--- src/rtl/pin_guard_pkg.sv ---
// Shared role encoding and helpers for the PIN guard.
// Assumes roles are a two-bit set: bit 0 user, bit 1 officer.
package pin_guard_pkg;

    localparam int ROLE_W = 2;
    localparam int SVC_W  = 3;

    typedef enum logic [ROLE_W-1:0] {
        ROLE_NONE    = 2'b00,
        ROLE_USER    = 2'b01,
        ROLE_OFFICER = 2'b10,
        ROLE_BOTH    = 2'b11
    } role_e;

    // True when want is a nonzero subset of have.
    function automatic logic role_covers(logic [ROLE_W-1:0] have, logic [ROLE_W-1:0] want);
        return (want != '0) && ((want & ~have) == '0);
    endfunction

endpackage

--- src/rtl/pin_enroll_store.sv ---
// Holds the single enrolled PIN and its role.
// Accepts one enrollment when empty; a wipe or reset empties it.
module pin_enroll_store
    import pin_guard_pkg::*;
#(
    parameter int PIN_W = 24
) (
    input  logic              clk,
    input  logic              rst_n,
    input  logic              wipe_i,
    input  logic              enr_valid_i,
    input  logic [PIN_W-1:0]  enr_pin_i,
    input  logic [ROLE_W-1:0] enr_role_i,
    output logic [PIN_W-1:0]  pin_o,
    output logic [ROLE_W-1:0] role_o,
    output logic              enrolled_o
);

    // Capture first valid enrollment, clear on reset or wipe.
    always_ff @(posedge clk) begin
        if (!rst_n || wipe_i) begin
            enrolled_o <= 1'b0;
            pin_o      <= '0;
            role_o     <= ROLE_NONE;
        end else if (enr_valid_i && !enrolled_o && (enr_role_i != ROLE_NONE)) begin
            enrolled_o <= 1'b1;
            pin_o      <= enr_pin_i;
            role_o     <= enr_role_i;
        end
    end

endmodule

--- src/rtl/pin_fail_tracker.sv ---
// Counts consecutive misses; at MAX_FAIL raises a pending zeroize
// that lasts HOLD cycles, after which the count restarts.
// Assumes hit and miss are never high together.
module pin_fail_tracker #(
    parameter int MAX_FAIL = 5,
    parameter int HOLD     = 4
) (
    input  logic clk,
    input  logic rst_n,
    input  logic wipe_i,
    input  logic hit_i,
    input  logic miss_i,
    output logic pending_o
);

    localparam int CW = $clog2(MAX_FAIL + 1);
    localparam int HW = $clog2(HOLD + 1);
    localparam logic [CW-1:0] LAST_MISS = CW'(MAX_FAIL - 1);
    localparam logic [HW-1:0] HOLD_LAST = HW'(HOLD - 1);

    logic [CW-1:0] miss_cnt;
    logic [HW-1:0] hold_cnt;

    // Miss counting, lockout entry and timed release.
    always_ff @(posedge clk) begin
        if (!rst_n || wipe_i) begin
            miss_cnt  <= '0;
            hold_cnt  <= '0;
            pending_o <= 1'b0;
        end else if (pending_o) begin
            if (hold_cnt == HOLD_LAST) begin
                pending_o <= 1'b0;
                miss_cnt  <= '0;
                hold_cnt  <= '0;
            end else begin
                hold_cnt <= hold_cnt + 1'b1;
            end
        end else if (hit_i) begin
            miss_cnt <= '0;
        end else if (miss_i) begin
            miss_cnt <= miss_cnt + 1'b1;
            if (miss_cnt == LAST_MISS) begin
                pending_o <= 1'b1;
                hold_cnt  <= '0;
            end
        end
    end

endmodule

--- src/rtl/pin_session.sv ---
// Judges each attempt against the enrolled PIN and holds the one
// active session role; emits one-cycle grant/refuse pulses.
// Assumes attempts during a pending zeroize must be dropped.
module pin_session
    import pin_guard_pkg::*;
#(
    parameter int PIN_W = 24
) (
    input  logic              clk,
    input  logic              rst_n,
    input  logic              wipe_i,
    input  logic              try_valid_i,
    input  logic [PIN_W-1:0]  try_pin_i,
    input  logic [ROLE_W-1:0] try_role_i,
    input  logic [PIN_W-1:0]  ref_pin_i,
    input  logic [ROLE_W-1:0] ref_role_i,
    input  logic              enrolled_i,
    input  logic              pending_i,
    output logic [ROLE_W-1:0] role_o,
    output logic              ok_o,
    output logic              fail_o,
    output logic              hit_o,
    output logic              miss_o
);

    logic take;
    logic match;

    // Verdict for the attempt presented this cycle.
    always_comb begin
        take   = try_valid_i && !pending_i;
        match  = enrolled_i && (try_pin_i == ref_pin_i) && role_covers(ref_role_i, try_role_i);
        hit_o  = take && match;
        miss_o = take && enrolled_i && !match;
    end

    // Session role and response pulses.
    always_ff @(posedge clk) begin
        if (!rst_n || wipe_i) begin
            role_o <= ROLE_NONE;
            ok_o   <= 1'b0;
            fail_o <= 1'b0;
        end else begin
            ok_o   <= take && match;
            fail_o <= take && !match;
            if (take) begin
                role_o <= match ? try_role_i : ROLE_NONE;
            end
        end
    end

endmodule

--- src/rtl/pin_svc_gate.sv ---
// Maps a service code and the session role to a grant.
// Codes 0-3 open to all; 4-5 need user bit; 6-7 need officer bit.
module pin_svc_gate
    import pin_guard_pkg::*;
(
    input  logic [SVC_W-1:0]  svc_sel_i,
    input  logic [ROLE_W-1:0] role_i,
    output logic              grant_o
);

    // Decode service class from the upper code bits.
    always_comb begin
        unique case (svc_sel_i[SVC_W-1 -: 2])
            2'b10:   grant_o = role_i[0];
            2'b11:   grant_o = role_i[1];
            default: grant_o = 1'b1;
        endcase
    end

endmodule

--- src/rtl/pin_guard.sv ---
// Top of the PIN authentication and lockout controller.
// Assumes one operator port; rst_n is the power-on reset.
module pin_guard
    import pin_guard_pkg::*;
#(
    parameter int PIN_W    = 24,
    parameter int MAX_FAIL = 5,
    parameter int HOLD_CYC = 4
) (
    input  logic             clk,
    input  logic             rst_n,
    input  logic             try_valid,
    input  logic [PIN_W-1:0] try_pin,
    input  logic [1:0]       try_role,
    input  logic             enroll_valid,
    input  logic [PIN_W-1:0] enroll_pin,
    input  logic [1:0]       enroll_role,
    input  logic             wipe_all,
    input  logic [2:0]       svc_sel,
    output logic [1:0]       role,
    output logic             auth_ok,
    output logic             auth_fail,
    output logic             zeroize_req,
    output logic             enroll_needed,
    output logic             svc_ok
);

    logic [PIN_W-1:0]  ref_pin;
    logic [ROLE_W-1:0] ref_role;
    logic              enrolled;
    logic              pending;
    logic              hit;
    logic              miss;

    pin_enroll_store #(.PIN_W(PIN_W)) u_store (
        .clk(clk), .rst_n(rst_n), .wipe_i(wipe_all),
        .enr_valid_i(enroll_valid), .enr_pin_i(enroll_pin), .enr_role_i(enroll_role),
        .pin_o(ref_pin), .role_o(ref_role), .enrolled_o(enrolled)
    );

    pin_session #(.PIN_W(PIN_W)) u_sess (
        .clk(clk), .rst_n(rst_n), .wipe_i(wipe_all),
        .try_valid_i(try_valid), .try_pin_i(try_pin), .try_role_i(try_role),
        .ref_pin_i(ref_pin), .ref_role_i(ref_role), .enrolled_i(enrolled),
        .pending_i(pending), .role_o(role), .ok_o(auth_ok), .fail_o(auth_fail),
        .hit_o(hit), .miss_o(miss)
    );

    pin_fail_tracker #(.MAX_FAIL(MAX_FAIL), .HOLD(HOLD_CYC)) u_track (
        .clk(clk), .rst_n(rst_n), .wipe_i(wipe_all),
        .hit_i(hit), .miss_i(miss), .pending_o(pending)
    );

    pin_svc_gate u_gate (
        .svc_sel_i(svc_sel), .role_i(role), .grant_o(svc_ok)
    );

    assign zeroize_req   = pending;
    assign enroll_needed = !enrolled;

endmodule

--- config.mk ---
export PLATFORM = sky130hd
export DESIGN_NAME = pin_guard
export DESIGN_NICKNAME = d
export VERILOG_FILES = /design/src/rtl/pin_guard_pkg.sv /design/src/rtl/pin_enroll_store.sv /design/src/rtl/pin_fail_tracker.sv /design/src/rtl/pin_session.sv /design/src/rtl/pin_svc_gate.sv /design/src/rtl/pin_guard.sv
export SDC_FILE = /design/constraint.sdc
export NUM_CORES = 1
export LEC_CHECK = 0
export BUFFER_PORTS_ARGS = -buffer_cell sky130_fd_sc_hd__buf_2
export CAP_MARGIN = 30
export CORE_ASPECT_RATIO = 1.5
export CORE_MARGIN = 1
export CORE_UTILIZATION = 40
export CTS_CLUSTER_DIAMETER = 80
export DETAILED_ROUTE_END_ITERATION = 6
export GPL_TIMING_DRIVEN = 0
export PLACE_DENSITY = 0.67
export SLEW_MARGIN = 30
export SYNTH_ARGS = -nofsm -noshare
export SYNTH_HDL_FRONTEND = slang
export SYNTH_HIERARCHICAL = 1
export SYNTH_SLANG_ARGS = --single-unit
--- constraint.sdc ---
create_clock -name clk -period 2.3 [get_ports clk]
set_input_delay 0.115 -clock clk [delete_from_list [all_inputs] [get_ports clk]]
set_output_delay 0.115 -clock clk [all_outputs]
set_load 0.01 [all_outputs]
### Word level (Yosys, flattened, before mapping)

Cells that the tools add are included.

* register bits: 38
* bits in latches: 0
* bits in writable memories: 0
* ROM bits: 0
* output and inout port bits: 7
* memories: 0

* $add $sub $neg: 2
* $mul: 0
* div/mod/pow operators: 0
* order comparisons: 0
* equal/unequal tests: 7
* shift-type cells: 0
* muxes and demuxes: 16
* bitwise gates (word level): 2
* reductions and logical operators: 23

Operator list (count)
* $mux 3: 9
* $eq 24x24->1: 1
* $logic_and 1x1->1: 10
* $reduce_bool 2->1: 4
* $add 3x1->3 const B: 2
* $mux 1: 5
* $eq 2x2->1 const B: 2
* $logic_not 1->1: 4
* $eq 3x2->1 const B: 1
* $eq 3x3->1 const B: 1
* $reduce_and 3->1: 1
* $reduce_bool 3->1: 1
* $and 2x2->2: 1
* $logic_not 2->1: 1
* $mux 2: 1
* $ne 2x1->1 const B: 1
* $ne 2x2->1 const B: 1
* $not 2->2: 1
* $pmux 1 s2: 1
* $reduce_and 2->1: 1
* $logic_or 1x1->1: 1

### Longest topological paths before layout

Gate-level depths: netlist of the first run.

* depth in word-level cells: 10
* depth in mapped cells: 8
* depth with buffers taken out: 8

### Hierarchy

Netlist of the first run, hierarchy kept.

By module, submodules not included
* pin_enroll_store: instances 1, cells an instance 125, area each 1046.0 um2, seq. area each 540.5 um2
* pin_session: instances 1, cells an instance 54, area each 435.4 um2, seq. area each 80.1 um2
* pin_fail_tracker: instances 1, cells an instance 41, area each 374.1 um2, seq. area each 140.1 um2
* pin_svc_gate: instances 1, cells an instance 2, area each 13.8 um2, seq. area each 0.0 um2
* pin_guard: instances 1, cells an instance 1, area each 3.8 um2, seq. area each 0.0 um2

### Least setup slack after synthesis of the first run

No wires, ideal clock.

* kind: reg-to-reg
* from: register u_store.pin_o[23]
* to: register u_track.miss_cnt[1]
* arrival time: 1.668 ns
* slack: 0.562 ns
* stages on the path, launching flop included: 9
* path buffers: 0
* clock period less this slack: 1.738 ns
* cell sequence: dfxtp_1 xnor2_1 nand4_1 nor4_1 nand4_1 and3_1 nor4b_1 a31oi_1 a21oi_1

* word-level cells in the longest chain between the ends: 7
* elaborated cells between the ends (all ways): 10
* classes of those cells: 1 x eq/ne; 2 x mux; 7 x reduce/logical

RTL lines
* from (decl): line pin_enroll_store.sv:14 `output logic [PIN_W-1:0] pin_o,`
* from (signal assigned): line pin_enroll_store.sv:27 `pin_o <= enr_pin_i;`
* $eq 24x24->1: line pin_session.sv:32 `match = enrolled_i && (try_pin_i == ref_pin_i) && role_covers(ref_role_i, try_role_i);`
* $logic_and 1x1->1 (2 in a row): line pin_session.sv:32
* $logic_not 1->1: line pin_session.sv:34 `miss_o = take && enrolled_i && !match;`
* $logic_and 1x1->1: line pin_session.sv:34
* via miss: line pin_guard.sv:33 `logic miss;`
* $reduce_bool 3->1 (no line)
* $reduce_and 2->1 (no line)
* to (signal assigned): line pin_fail_tracker.sv:41 `miss_cnt <= miss_cnt + 1'b1;`
* to (decl): line pin_fail_tracker.sv:21 `logic [CW-1:0] miss_cnt;`

The timed path passes the listed nets, and every way through them passes these cells.
A chain may end at the register's enable or synchronous reset.

### Worst setup path in the final report of the first run

* from: register u_store.pin_o[12]
* to: register u_track.miss_cnt[1]

The elaborated chain is that of the path after synthesis.

==> results.sh, run 1 <==
export IMPL_status="complete, but fails checks"
export IMPL_violations="DRC"
export IMPL_grt_overflow=0
export IMPL_io_pins=67
export IMPL_muxShareOfSynthArea_pct=1.07
export IMPL_total_power_w=0.00134
export IMPL_synth_top_family_by_area="simple AND/OR/NAND/NOR gates"
export IMPL_die_w_um=57.9
export IMPL_die_area_um2=4970
export IMPL_synth_compound_area_share_pct=17.0
export IMPL_initial_core_util_pct=41.6
export IMPL_htree_levels=2
export IMPL_dr_wl_met3_um=256
export IMPL_ys_top_cells_by_count="dfxtp_1 (38), a21oi_1 (31), nand3_1 (28)"
export IMPL_yosysWarnings=6
export IMPL_setup_tns_ns=0
export IMPL_cts_sinks=38
export IMPL_power_density_nw_per_um2=566
export IMPL_yosys_top_cells_area="dfxtp_1 (41%), a21oi_1 (8.3%), nand3_1 (7.5%)"
export IMPL_place_inst=336
export IMPL_hp_class="in -> reg"
export IMPL_synthFlopType="dfxtp_1"
export IMPL_maxSlewViolCount=0
export IMPL_synth_xor_xnor_area_share_pct=11.2
export IMPL_via_per_inst=5.18
export IMPL_met1Wirelength_um=1940
export IMPL_die_h_um=85.8
export IMPL_crit_path_max_fanout=7
export IMPL_syn_area_per_cell_um2=8.40
export IMPL_synth_simple_gate_area_share_pct=23.0
export IMPL_place_area_um2=2260
export IMPL_tritoncts="built"
export IMPL_core_area_um2=4500
export IMPL_grt_pass1_vias=1621
export IMPL_relSlewSlack_pct=68.9
export IMPL_startpoint="u_store/pin_o[12]"
export IMPL_dp_final_hpwl_um=3420
export IMPL_synth_edf_count=0
export IMPL_rsz0062_at_grt="false"
export IMPL_clock_fmax_ghz=0.509
export IMPL_ys_seq_area_share_pct=40.6
export IMPL_num_antenna_cells=0
export IMPL_rows=30
export IMPL_clk_latency_ns=0.29
export IMPL_cts_made_buffers=5
export IMPL_synth_nets=286
export IMPL_highest_layer="met4"
export IMPL_routabilityCongestion=0.767
export IMPL_synthCells=223
export IMPL_arrival_ns=2.20
export IMPL_r2r_cells=8
export IMPL_antenna_found_initial=0
export IMPL_routed_via_count=1793
export IMPL_cts_root_buf="clkbuf_8"
export IMPL_syn_area_um2=1870
export IMPL_async_reset_ff_share_pct=0
export IMPL_min_from="enroll_pin[11]"
export IMPL_instances_no_fill=346
export IMPL_cp_required_ns=2.53
export IMPL_skew_ns=0.00840
export IMPL_worst_pin_slew_ns=0.467
export IMPL_syn_to_final_growth_pct=26.7
export IMPL_dr_pass1_iters=6
export IMPL_vdd_drop_max_mv=0.334
export IMPL_timing_critical_path_mode_cell="nand4_1"
export IMPL_synth_top_area_cell="dfxtp_1"
export IMPL_reg2reg_from="u_store/pin_o[12]"
export IMPL_slowest_stage="dfxtp_1"
export IMPL_synth_cell_type_count=34
export IMPL_hold_buffers=0
export IMPL_drt_iter0_markers=59
export IMPL_clockBufferDepth=2
export IMPL_period_share_pct=85.5
export IMPL_hold_violations=0
export IMPL_leakage_nw=1.01
export IMPL_synthAdderAreaFrac_pct=2.00
export IMPL_grt_max_degree=12
export IMPL_grt_pass1_wl_um=7330
export IMPL_avgRoutedWirePerCell_um=13.2
export IMPL_drc=5
export IMPL_ys_ff_latch=38
export IMPL_yosysMostFrequentCell="dfxtp_1"
export IMPL_finalInstanceArea_um2=2370
export IMPL_postRouteAntennaNets=0
export IMPL_yosysTopAreaCellShare_pct=40.6
export IMPL_crit_path_cell_trace="xnor2_1, nand4_1, nor4_2, nand4_1, and3_2, nor4b_1, a31oi_1, a21oi_1"
export IMPL_drv_cap=0
export IMPL_port_buffers=65
export IMPL_drive_above_1_share_pct=30.2
export IMPL_fin_ws_ns=0.334
export IMPL_hold_path_depth=3
export IMPL_clk_pin_slew_worst_paths_ns=0.07
export IMPL_finalSetupViolCount=0
export IMPL_track_usage_pct=19.2
export IMPL_final_nets=360
export IMPL_start_kind="register"
export IMPL_pre_cts_slack_ns=0.118
export IMPL_critPathKind="reg -> reg"
export IMPL_dr_wl_met2_um=2270
export IMPL_wl_um=4570
export IMPL_endpoint_kind="register"
export IMPL_fin_crit_ns=1.97
export IMPL_critPathMaxStageDelay_ns=0.32
worst paths after layout:
path	endpoint	slack [ns]
worst max register to register	u_track/miss_cnt[1]	0.33
worst min register to register	u_store/role_o[1]	0.45
worst min-delay path	u_store/pin_o[11]	0.07
worst max-delay path	u_track/miss_cnt[1]	0.33
metal layers:
layer	vias up	global-route usage, %
met5	-	0
met4	0	7.58
met3	8	4.68
met2	53	33.1
met1	800	22.3
li1	932	-
final cells by class:
type	instances	area, µm²
well taps	48	60.1
inverters	3	11.3
repair buffers	67	340
multi-input cells	168	1020
plain buffers	14	83.8
clock inverters	1	5.00
fillers	453	2130
flip-flops and latches	38	761
clock buffers	7	86.3
layout by cell type, fill, tap and decap left out, drive strengths merged, types with 2 or more instances in the layout:
cell,count
a21oi,31
a31oi,2
buf,76
clkbuf,12
dfxtp,38
ha,3
inv,3
mux2i,2
nand2,11
nand2b,7
nand3,28
nand3b,3
nand4,4
nand4b,2
nor2,6
nor2b,4
nor4,4
o21ai,27
or2,2
xnor2,13
xor2,11
state kept, by name, indices dropped and copies added, names as in the netlist:
| register | count |
|---|---|
| u_store/pin_o | 24 |
| u_track/hold_cnt | 3 |
| u_track/miss_cnt | 3 |
| u_sess/role_o | 2 |
| u_store/role_o | 2 |
| u_sess/fail_o | 1 |
| u_sess/ok_o | 1 |
| u_store/enrolled_o | 1 |
| u_track/pending_o | 1 |
stage by stage:
| step | util [%] | hold slack [ns] |
|---|---|---|
| 2_1_floorplan | - | 0.255 |
| 3_3_place_gp | 50.1 | 0.369 |
| 3_5_place_dp | 50.1 | 0.375 |
| 5_1_grt | 52.7 | 0.0700 |
| 6_report | 52.7 | 0.0677 |
| 4_1_cts | 52.2 | 0.0612 |
worst max-delay path, delay by kind of cell (launching register included):
family / cells / cell delay, ns
compound gates: 2 / 0.20
simple gates: 5 / 1.19
xor+xnor: 1 / 0.20
flops: 1 / 0.32
timing repair:
action / in CTS / in global routing
setup endpoints to repair: 0 / 3
buffers inserted: 0 / 2
endpoints found under the hold margin: 0 / 0
gates resized for setup: 0 / 2
power breakdown:
group / internal [W] / total (W) / leakage [nW] / switching, W
Clock: 0.000242 / 0.000473 / 0.0482 / 0.000232
Combinational: 0.0000883 / 0.000187 / 0.651 / 0.0000986
Sequential: 0.000673 / 0.000682 / 0.308 / 0.00000966
cell families (layout without fill, tap and decap cells):
group | after synthesis | in the layout
DFF | 38 | 38
buffers and inverters | 17 | 92
AOI/OAI and AO/OA | 62 | 62
muxes | 2 | 2
and+or+nand+nor | 77 | 77
adders and majority gates | 3 | 3
xor gates and xnor gates | 24 | 24
(Power assumes the default switching activity.)
==> inputs of run 2 (changes only) <==
Settings changed: MAX_ROUTING_LAYER set to met4.
Clock period 2.3 ns to 2.5 ns, I/O delays scaled along.
==> run 2 against run 1 <==
Net effect: critical path depth stayed put; via count shrank 0.28%; critical path type unchanged; the flow still finishes with violations (DRC); first-iteration DRC count down 22%; clock power fell by 7.8%; count of clock-buffer cells in the layout did not move; die area unchanged; sequential cell count unchanged; cell area fell by 0.95%; sequential power decreased by 7.9%; highest routed layer unchanged; critical endpoint unchanged.
==> results.sh, run 2 (synthesized netlist as in run 1, its figures left out) <==
export IMPL_status="complete, but fails checks"
export IMPL_violations="DRC"
export IMPL_die_area_um2=4970
export IMPL_cp_num_buf_inv=0
export IMPL_routabilityCongestion=0.777
export IMPL_largest_register="u_store/pin_o"
export IMPL_dr_pass1_iters=6
export IMPL_highest_layer="met4"
export IMPL_rsz0062_at_grt="false"
export IMPL_fin_util_pct=52.2
export IMPL_combPwrFrac_pct=13.9
export IMPL_cts_root_buf="clkbuf_8"
export IMPL_vdd_drop_max_mv=0.308
export IMPL_largest_reg_flops=24
export IMPL_initial_core_util_pct=41.6
export IMPL_fin_crit_ns=2.14
export IMPL_grt_overflow=0
export IMPL_clk_latency_ns=0.29
export IMPL_met1Wirelength_um=1950
export IMPL_rrSetupSlack_ns=0.36
export IMPL_top_regs="u_store/pin_o: 24 flops, u_track/hold_cnt: 3 flops, u_track/miss_cnt: 3 flops"
export IMPL_start_kind="register"
export IMPL_hold_path_depth=3
export IMPL_crit_path_cell_trace="xnor2_1, nand4_1, nor4_1, nand4_1, and3_1, nor4b_1, a31oi_1, a21oi_1"
export IMPL_cp_top_family="simple AND/OR/NAND/NOR gates"
export IMPL_syn_to_final_growth_pct=25.5
export IMPL_finalSetupViolCount=0
export IMPL_slowest_stage="and3_1"
export IMPL_cts_made_buffers=5
export IMPL_die_h_um=85.8
export IMPL_dp_final_hpwl_um=3420
export IMPL_wl_um=4520
export IMPL_final_nets=358
export IMPL_grt_pass1_wl_um=7330
export IMPL_clock_fmax_ghz=0.468
export IMPL_cp_required_ns=2.73
export IMPL_sw_frac_of_total_pct=25.3
export IMPL_cp_depth=8
export IMPL_rows=30
export IMPL_drv_cap=0
export IMPL_core_area_um2=4500
export IMPL_period_share_pct=85.5
export IMPL_post_cts_setup_buffers=0
export IMPL_dr_wl_met2_um=2240
export IMPL_maxSlewViolCount=0
export IMPL_drc=5
export IMPL_timing_critical_path_mode_cell="nand4_1"
export IMPL_skew_ns=0.00948
export IMPL_drt_iter0_markers=46
export IMPL_clockBufferDepth=2
export IMPL_num_antenna_cells=0
export IMPL_seqPwrFrac_pct=50.8
export IMPL_cts_repair_resized=0
export IMPL_seqCellArea_um2=761
export IMPL_endpoint_kind="register"
export IMPL_arrival_ns=2.37
export IMPL_routed_via_count=1788
export IMPL_grt_pass1_vias=1618
export IMPL_holdWs_ns=0.0785
export IMPL_tritoncts="built"
export IMPL_dr_wl_met3_um=234
export IMPL_port_buffers=65
export IMPL_p_clk_share_pct=35.3
export IMPL_relSlewSlack_pct=69.0
export IMPL_switchingPower_w=0.000312
export IMPL_setup_tns_ns=0
export IMPL_postRouteAntennaNets=0
export IMPL_final_common_cell="buf_2"
export IMPL_hp_class="in -> reg"
export IMPL_total_power_w=0.00123
export IMPL_multi_input_area_um2=1020
export IMPL_track_usage_pct=19.7
export IMPL_antenna_found_initial=0
export IMPL_hold_violations=0
export IMPL_power_density_nw_per_um2=525
export IMPL_clk_pin_slew_worst_paths_ns=0.08
export IMPL_intPower_w=0.000922
export IMPL_grt_max_degree=12
export IMPL_cts_sinks=38
export IMPL_avgRoutedWirePerCell_um=13.1
export IMPL_drive_above_1_share_pct=29.1
export IMPL_layout_common_cells="buf_2 (71), dfxtp_1 (38), a21oi_1 (31)"
export IMPL_die_w_um=57.9
export IMPL_hold_buffers=0
export IMPL_critPathMaxStageDelay_ns=0.35
export IMPL_critPathKind="reg -> reg"
export IMPL_crit_path_max_fanout=7
export IMPL_htree_levels=2
export IMPL_r2r_cells=8
export IMPL_worst_pin_slew_ns=0.465
export IMPL_fillers=461
export IMPL_io_pins=67
export IMPL_via_per_inst=5.20
export IMPL_leakage_nw=1.00
[run 2: cell types whose count changed in the layout (fill, tap and decap cells not counted), sizes merged]
cell / previous run / this run
buf: 76 / 74
[run 2: worst register-to-register path: stages, from the launching register on]
cell     delay (ns)
dfxtp_1        0.32
xnor2_1        0.20
nand4_1        0.16
nor4_1         0.33
nand4_1        0.26
and3_1         0.35
nor4b_1        0.26
a31oi_1        0.08
a21oi_1        0.13
[run 2: final timing paths]
check / end / start
worst max-delay path: u_track/miss_cnt[1] / u_store/pin_o[12]
worst min-delay path: u_store/pin_o[11] / enroll_pin[11]
worst max register to register: u_track/miss_cnt[1] / u_store/pin_o[12]
worst min register to register: u_store/role_o[1] / u_store/role_o[1]
[run 2: metrics by stage]
stage | area, µm² | cells | setup slack (ns)
final | 2350 | 344 | 0.362
after global routing | 2350 | 344 | 0.0938
after CTS | 2350 | 344 | 0.294
after detailed placement | 2260 | 336 | 0.318
after global placement | 2260 | 336 | 0.343
after floorplan | 1870 | 223 | 0.762
[run 2: area by class of cell]
cell class	instances	share of cell area, %
multi-input combinational	168	43.3
sequential	38	32.4
timing repair buffer	65	13.8
clock buffer	7	3.67
buffer	14	3.57
tap	48	2.56
inverter	3	0.479
clock inverter	1	0.213
[run 2: power groups by stage]
stage	clock (W)	sequential, W	combinational [W]
floorplan	0	0.000640	0.0000921
global placement	0	0.000641	0.000171
detailed placement	0	0.000642	0.000172
CTS	0.000446	0.000628	0.000173
global route	0.000471	0.000629	0.000189
finish	0.000436	0.000628	0.000171
[run 2: metal layers]
layer  track usage [%]  up-vias
li1                  -      928
met1              22.5      801
met2              33.1       51
met3              4.37        8
met4              7.58        0
met5                 -        -
